[src/rtl/sw_pkg.sv]
// Shared types and helpers for the switch-attenuator cell.
// Assumes a level is coded on two bits and that strength index 0 is the strongest.
package sw_pkg;

    typedef enum logic [1:0] {
        LV_0 = 2'd0,
        LV_1 = 2'd1,
        LV_U = 2'd2,
        LV_Z = 2'd3
    } lvl_e;

    typedef enum logic [1:0] {
        CT_OPEN   = 2'd0,
        CT_CLOSED = 2'd1,
        CT_UNSURE = 2'd2
    } ctl_e;

    // Combines two attenuator sizes. A series pair keeps the larger size and a parallel pair keeps the smaller.
    function automatic int unsigned att_combine(input int unsigned x,
                                                input int unsigned y,
                                                input bit series);
        if (series) return (x > y) ? x : y;
        return (x < y) ? x : y;
    endfunction

endpackage

[src/rtl/sw_ctrl_decode.sv]
// Turns the control level into a path state for the selected polarity.
// Assumes the control strength never changes the decision.
module sw_ctrl_decode #(
    parameter bit POSITIVE = 1'b1
) (
    input  logic [1:0]  ctl_lvl,
    output sw_pkg::ctl_e mode
);
    import sw_pkg::*;

    localparam logic [1:0] ON_CODE  = POSITIVE ? 2'd1 : 2'd0;
    localparam logic [1:0] OFF_CODE = POSITIVE ? 2'd0 : 2'd1;

    // Maps the control level to open, closed or unsure.
    always_comb begin
        if (ctl_lvl == ON_CODE)       mode = CT_CLOSED;
        else if (ctl_lvl == OFF_CODE) mode = CT_OPEN;
        else                          mode = CT_UNSURE;
    end

endmodule

[src/rtl/sw_path_limit.sv]
// One transfer direction: it carries an incoming signal to the opposite terminal
// and clamps its strength at the cell attenuation.
// Assumes the incoming strength may take any code the width allows.
module sw_path_limit #(
    parameter int unsigned N_STR = 3,
    parameter int unsigned ATT   = 1,
    parameter int unsigned SW    = 2
) (
    input  sw_pkg::ctl_e   mode,
    input  logic [1:0]     in_lvl,
    input  logic [SW-1:0]  in_str,
    output logic [1:0]     out_lvl,
    output logic [SW-1:0]  out_str
);
    import sw_pkg::*;

    localparam logic [SW-1:0] WEAK  = SW'(N_STR);
    localparam logic [SW-1:0] ATT_S = SW'(ATT);

    logic          driven;
    logic [SW-1:0] clamped;

    // An input counts as driven only when it has a level and some current.
    always_comb driven = (in_lvl != LV_Z) && (in_str < WEAK);

    // Keeps the weaker of the incoming strength and the attenuation.
    always_comb clamped = (in_str > ATT_S) ? in_str : ATT_S;

    // Forms the outgoing pair from the path state.
    always_comb begin
        out_lvl = LV_Z;
        out_str = WEAK;
        if (driven && clamped < WEAK) begin
            case (mode)
                CT_CLOSED: begin
                    out_lvl = in_lvl;
                    out_str = clamped;
                end
                CT_UNSURE: begin
                    out_lvl = LV_U;
                    out_str = clamped;
                end
                default: begin
                    out_lvl = LV_Z;
                    out_str = WEAK;
                end
            endcase
        end
    end

endmodule

[src/rtl/sw_atten_cell.sv]
// Top level of the switch-attenuator cell: a control decoder, two transfer
// paths (a to b and b to a) and an output register stage.
// Assumes ATT_P and ATT_Q are no larger than N_STR. Reset is synchronous and active low.
module sw_atten_cell #(
    parameter int unsigned N_STR    = 3,
    parameter int unsigned ATT_P    = 1,
    parameter int unsigned ATT_Q    = 2,
    parameter bit          SERIES   = 1'b1,
    parameter bit          POSITIVE = 1'b1,
    parameter int unsigned SW       = $clog2(N_STR + 1)
) (
    input  logic          clk,
    input  logic          rst_n,
    input  logic [1:0]    ctl_lvl,
    input  logic [SW-1:0] ctl_str,
    input  logic [1:0]    a_in_lvl,
    input  logic [SW-1:0] a_in_str,
    input  logic [1:0]    b_in_lvl,
    input  logic [SW-1:0] b_in_str,
    output logic [1:0]    a_out_lvl,
    output logic [SW-1:0] a_out_str,
    output logic [1:0]    b_out_lvl,
    output logic [SW-1:0] b_out_str
);
    import sw_pkg::*;

    localparam int unsigned   EFF_ATT = att_combine(ATT_P, ATT_Q, SERIES);
    localparam logic [SW-1:0] WEAK    = SW'(N_STR);
    localparam logic [SW-1:0] EFF_S   = SW'(EFF_ATT);

    ctl_e          mode;
    logic [1:0]    src_lvl [2];
    logic [SW-1:0] src_str [2];
    logic [1:0]    nxt_lvl [2];
    logic [SW-1:0] nxt_str [2];
    logic          ctl_str_unused;

    // The control strength takes no part in decoding.
    always_comb ctl_str_unused = ^ctl_str;

    sw_ctrl_decode #(.POSITIVE(POSITIVE)) u_dec (
        .ctl_lvl (ctl_lvl),
        .mode    (mode)
    );

    // Entry 0 feeds terminal a (source b) and entry 1 feeds terminal b (source a).
    always_comb begin
        src_lvl[0] = b_in_lvl;
        src_str[0] = b_in_str;
        src_lvl[1] = a_in_lvl;
        src_str[1] = a_in_str;
    end

    for (genvar d = 0; d < 2; d++) begin : g_dir
        sw_path_limit #(.N_STR(N_STR), .ATT(EFF_ATT), .SW(SW)) u_path (
            .mode    (mode),
            .in_lvl  (src_lvl[d]),
            .in_str  (src_str[d]),
            .out_lvl (nxt_lvl[d]),
            .out_str (nxt_str[d])
        );
    end

    // Registers both outputs and loads the undriven value during reset.
    always_ff @(posedge clk) begin
        if (!rst_n) begin
            a_out_lvl <= LV_Z;
            a_out_str <= WEAK;
            b_out_lvl <= LV_Z;
            b_out_str <= WEAK;
        end else begin
            a_out_lvl <= nxt_lvl[0];
            a_out_str <= nxt_str[0];
            b_out_lvl <= nxt_lvl[1];
            b_out_str <= nxt_str[1];
        end
    end

    p_reset_undriven_r10: assert property (@(posedge clk)
        !rst_n |=> (a_out_lvl == LV_Z && a_out_str == WEAK && b_out_lvl == LV_Z && b_out_str == WEAK));

    p_open_undriven_r5: assert property (@(posedge clk) disable iff (!rst_n)
        (mode == CT_OPEN) |=> (a_out_lvl == LV_Z && a_out_str == WEAK && b_out_lvl == LV_Z && b_out_str == WEAK));

    p_level_kept_r3: assert property (@(posedge clk) disable iff (!rst_n)
        (mode == CT_CLOSED && b_in_lvl != LV_Z && b_in_str < EFF_S) |=> (a_out_lvl == $past(b_in_lvl)));

    p_strength_floor_r4: assert property (@(posedge clk) disable iff (!rst_n)
        (a_out_lvl != LV_Z) |-> (a_out_str >= EFF_S && a_out_str < WEAK));

    p_unsure_level_r8: assert property (@(posedge clk) disable iff (!rst_n)
        (mode == CT_UNSURE) |=> ((a_out_lvl == LV_U || a_out_lvl == LV_Z) && (b_out_lvl == LV_U || b_out_lvl == LV_Z)));

    p_float_input_r9: assert property (@(posedge clk) disable iff (!rst_n)
        (a_in_lvl == LV_Z) |=> (b_out_lvl == LV_Z && b_out_str == WEAK));

endmodule

[config.mk]
export PLATFORM = sky130hd
export DESIGN_NAME = sw_atten_cell
export DESIGN_NICKNAME = d
export VERILOG_FILES = /design/src/rtl/sw_pkg.sv /design/src/rtl/sw_ctrl_decode.sv /design/src/rtl/sw_path_limit.sv /design/src/rtl/sw_atten_cell.sv
export SDC_FILE = /design/constraint.sdc
export NUM_CORES = 1
export LEC_CHECK = 0
export CAP_MARGIN = 30
export CORE_AREA = 2 2 39 41
export CTS_BUF_LIST = sky130_fd_sc_hd__clkbuf_4
export DETAILED_ROUTE_END_ITERATION = 8
export DIE_AREA = 0 0 41 43
export SYNTH_ARGS = -nofsm -noshare
export SYNTH_HDL_FRONTEND = slang
export SYNTH_SLANG_ARGS = --single-unit
[constraint.sdc]
create_clock -name clk -period 0.8 [get_ports clk]
set_clock_uncertainty 0.05 [all_clocks]
set_input_delay 0.24 -clock clk [delete_from_list [all_inputs] [get_ports clk]]
set_output_delay 0.24 -clock clk [all_outputs]
set_load 0.1 [all_outputs]
Word level (Yosys, flattened, before mapping)
Index checks and enable logic that the tools add are counted.
- bits in registers: 8
- input bits: 14
- word-level logic and storage cells: 31
- $lt $le $gt $ge: 6
- equality and inequality tests: 5
- mux-type cells: 6
- reduce and logical (&&, ||, !) cells: 10
- operator list (cell ; number):
    2-bit less-than comparator (second input constant) ; 4
    2-bit two-way mux ; 4
    2-bit case mux with 2 select lines ; 2
    3-bit AND reduction ; 2
    2-bit by 1-bit == test with 1-bit output (second input constant) ; 2
    2-bit greater-than comparator (second input constant) ; 2
    1-bit logical AND ; 4
    2-bit != test (second input constant) ; 2
    2-bit AND reduction ; 2
    2-bit == test (second input constant) ; 1
    2-bit zero test ; 1
    2-bit OR reduction ; 1

Logic depth before layout (Yosys ltp)
Gate-level depths: netlist (run 1).
- depth after elaboration: 6
- mapped depth: 2

By module
Synthesis (run 1) repeated with hierarchy kept, for this count alone.
- cells, all modules: 44
- area total of the unflattened synthesis: 387.9 um^2
- modules (own cells, without submodules) (module ; instances ; cells each ; area an instance (um^2) ; sequential area each (um^2)):
    sw_atten_cell ; 1 ; 16 ; 210.2 ; 160.2
    sw_path_limit ; 2 ; 13 ; 83.8 ; 0.0
    sw_ctrl_decode ; 1 ; 2 ; 10.0 ; 0.0

Worst setup path before layout (run 1)
No wires, ideal clock.
- path type: register -> output
- start point: register a_out_lvl[0]
- end point: output a_out_lvl[0]
- data arrival time: 909 ps
- path slack: -399 ps
- cell stages (with the launch flop): 1
- path through: dfxtp_1
- RTL lines (what ; line ; text):
    from (decl) ; sw_atten_cell.sv:20 ; output logic [1:0] a_out_lvl,
    from (signal assigned) ; sw_atten_cell.sv:72 ; a_out_lvl <= nxt_lvl[0];
No word-level cell between the ends.

Worst setup path in the final report (run 1)
- start point: register a_out_str[1]
- end point: output a_out_str[1]
- RTL lines (what ; line ; text):
    from (decl) ; sw_atten_cell.sv:21 ; output logic [SW-1:0] a_out_str,
    from (signal assigned) ; sw_atten_cell.sv:73 ; a_out_str <= nxt_str[0];
No word-level cell between the ends.

==> key figures, run 1 <==
Timing
  – Worst setup margin: -0.245 ns
  – Hold Vio Cnt, Final: 0
  – Fin crit period: 1.04 ns
  – Fin. max-slew vios: 0
  – Final Cycle Share: 131%
  – # setup viols final: 8
  – Smallest hold slack: 0.305 ns
  – Unrepaired setup endpoints after global routing: yes
  – Fmax: 957 MHz

Worst hold path
  – Worst Hold Class: primary input to register
  – Hold path startpoint: a_in_str[1]
  – Hold depth: 3

Run status
  – Status: finished, violations left
  – Failing checks: negative setup slack

Critical path
  – Critical Path Start: a_out_str[1]
  – Crit-path leading delay family: flip-flops
  – Crit. path cell count: 1
  – Buf+Inv Stages, Crit Path: 1
  – CP Launch Type: register
  – Largest stage delay, worst path: 0.35 ns
  – CP Capture Type: primary output
  – Arr. time, crit path: 0.75 ns
  – Worst Path Required: 0.51 ns
  – Worst-path cell with the longest stage delay: dfxtp_4
  – Crit path cell chain: buf_12
  – Critical path type: register to primary output
  – Crit Path Max Fanout: 1

Placed design
  – Placed cell areas: 588 sq um
  – # port buffers: 19
  – Routability Congestion: 0.707

Cells and area
  – Area added between synthesis and finish: 137%
  – Proportion of layout cells with a drive suffix above 1: 50.0%
  – Design area: 607 sq um
  – Fillers: 133
  – # diodes: 0
  – Nets: 62

Synth
  – Synth Warn #: 0
  – Syn_area_per_cell: 11.7 sq um
  – Post-Syn Instances: 22
  – Synth unique cells: 9
  – Yosys reg bits: 8
  – Synthesized cell area: 256 sq um
  – Sequential area share after synthesis: 62.4%

Global routing
  – Remaining global-route overflow: 0
  – Initial antenna violation count: 0
  – First-pass GRT wire length: 952 microns
  – Total GRT Usage: 8.86%
  – Vias in the first global route: 240
  – Largest net degree at the start of global routing: 6

Floorplan
  – Initial Util: 18.5%
  – DIE AREA: 0.00176 sq mm
  – Io pins: 22
  – DIE HEIGHT: 43 microns
  – FP Rows: 14
  – Chip width: 41 microns
  – Core footprint: 0.00138 sq mm

Pwr
  – Worst VDD drop: 578 uV
  – Combinational share of power: 31.1%
  – Int Power: 707 uW
  – Pwr dens: 1700 mW/mm^2
  – Sw Ratio: 31.5%
  – Psw: 325 uW
  – Clk pwr share: 27.8%
  – Sequential power share: 41.1%
  – Leakage power: 0.000254 uW

Job
  – Max-Cap Viols: 0

Clock network
  – Clk slew on worst S/H paths: 0.05 ns
  – CTS tree: yes
  – Root Driver: clkbuf_4
  – Clock Sinks: 8
  – # Post-CTS Setup Buffers: 0
  – Max clock buf depth: 2
  – CTS Buf Count: 3
  – H-tree depth: 1

Detailed routing
  – Routed vias: 248
  – Post-DRT Antenna Nets: 0
  – DR DRC count: 0
  – Average via count per standard cell: 4.00
  – Routed WL: 553 microns
  – DRT Pass-1 Iters: 2
  – Wire length per cell: 8.92 microns
  – Iteration-0 DRC count of the detailed router: 2
flip-flops by register name, indices dropped and copies added (netlist names):
name	cells
b_out_str	2
a_out_lvl	2
a_out_str	2
b_out_lvl	2
what timing repair did:
item	CTS	global route
hold buffers	0	0
pin swaps	3	2
gates resized for setup	13	1
endpoints found under the hold margin	0	0
endpoints found under the setup margin	14	9
through the flow:
step	cells	setup slack [ns]	total power, uW	util (%)	setup TNS [ns]
floorplan	23	0.00618	602	-	0
global placement	59	-0.433	767	42.5	-2.40
detailed placement	59	-0.424	770	42.5	-2.41
CTS	62	-0.257	1050	43.8	-2.03
global route	62	-0.275	1090	43.9	-2.19
finish	62	-0.245	1030	43.9	-1.93
cell families (layout without fill, tap and decap cells):
group / after synthesis / count (layout) / synth area share [%]
compound gates: 5 / 5 / 18.5
flops: 8 / 8 / 62.4
simple gates: 8 / 8 / 17.6
buf+inv: 0 / 23 / 0
other cells: 1 / 2 / 1.46
path summary, 6_finish.rpt:
| kind | to | slack, ns |
|---|---|---|
| worst min-delay path | b_out_str[0] | 0.30 |
| worst max-delay path | a_out_str[1] | -0.24 |
cells in the final DEF, fill, tap and decap left out:
| cell | count |
|---|---|
| nor2b_1 | 2 |
| nor3b_1 | 1 |
| o21a_1 | 1 |
| dlygate4sd2_1 | 10 |
| nand2_1 | 2 |
| o211ai_1 | 2 |
| clkbuf_4 | 3 |
| clkdlybuf4s15_1 | 1 |
| dfxtp_4 | 8 |
| nand3_1 | 2 |
| nor3b_2 | 1 |
| conb_1 | 2 |
| a22oi_2 | 2 |
| buf_12 | 8 |
| buf_6 | 1 |
cells in the mapped netlist:
cell      count  share of area (%)
a22oi_2       2                9.8
o211ai_1      2                5.9
nor2b_1       2                4.9
nand3_1       2                3.9
dfxtp_1       8                 62
o21a_1        1                2.9
conb_1        1                1.5
nand2_1       2                2.9
nor3b_1       2                5.9
per-layer routing:
metal	vias to the layer above	GRT usage, %	wire length [microns]
met5	-	0	0
met4	0	8.00	0
met3	0	4.71	64
met2	14	12.8	302
met1	110	8.44	186
li1	124	-	-
power groups by stage:
| stage | combinational, uW | clock (uW) | sequential, uW |
|---|---|---|---|
| 3_5_place_dp | 337 | 0 | 433 |
| 3_3_place_gp | 335 | 0 | 432 |
| 4_1_cts | 321 | 303 | 425 |
| 5_1_grt | 335 | 333 | 425 |
| 6_report | 322 | 287 | 424 |
| 2_1_floorplan | 29.1 | 0 | 572 |
final cells by class:
type	count	area, sq um	share of cell area [%]
Clock buffer	3	22.5	3.71
Multi-Input combinational cell	15	105	17.3
Sequential cell	8	190	31.3
Tap cell	16	20.0	3.30
Timing Repair Buffer	20	269	44.3
Note: power is estimated with default switching activity, not from simulation.
==> inputs of run 2 (changes only) <==
CTS_CLUSTER_DIAMETER = 50   (was default)
==> results of run 2 <==
Final layout, timing and power as in run 1 (identical DEF).
==> inputs of run 3 (changes only) <==
HOLD_SLACK_MARGIN = 0.03   (was default)
==> results of run 3 <==
Final layout, timing and power as in run 1 (identical DEF).
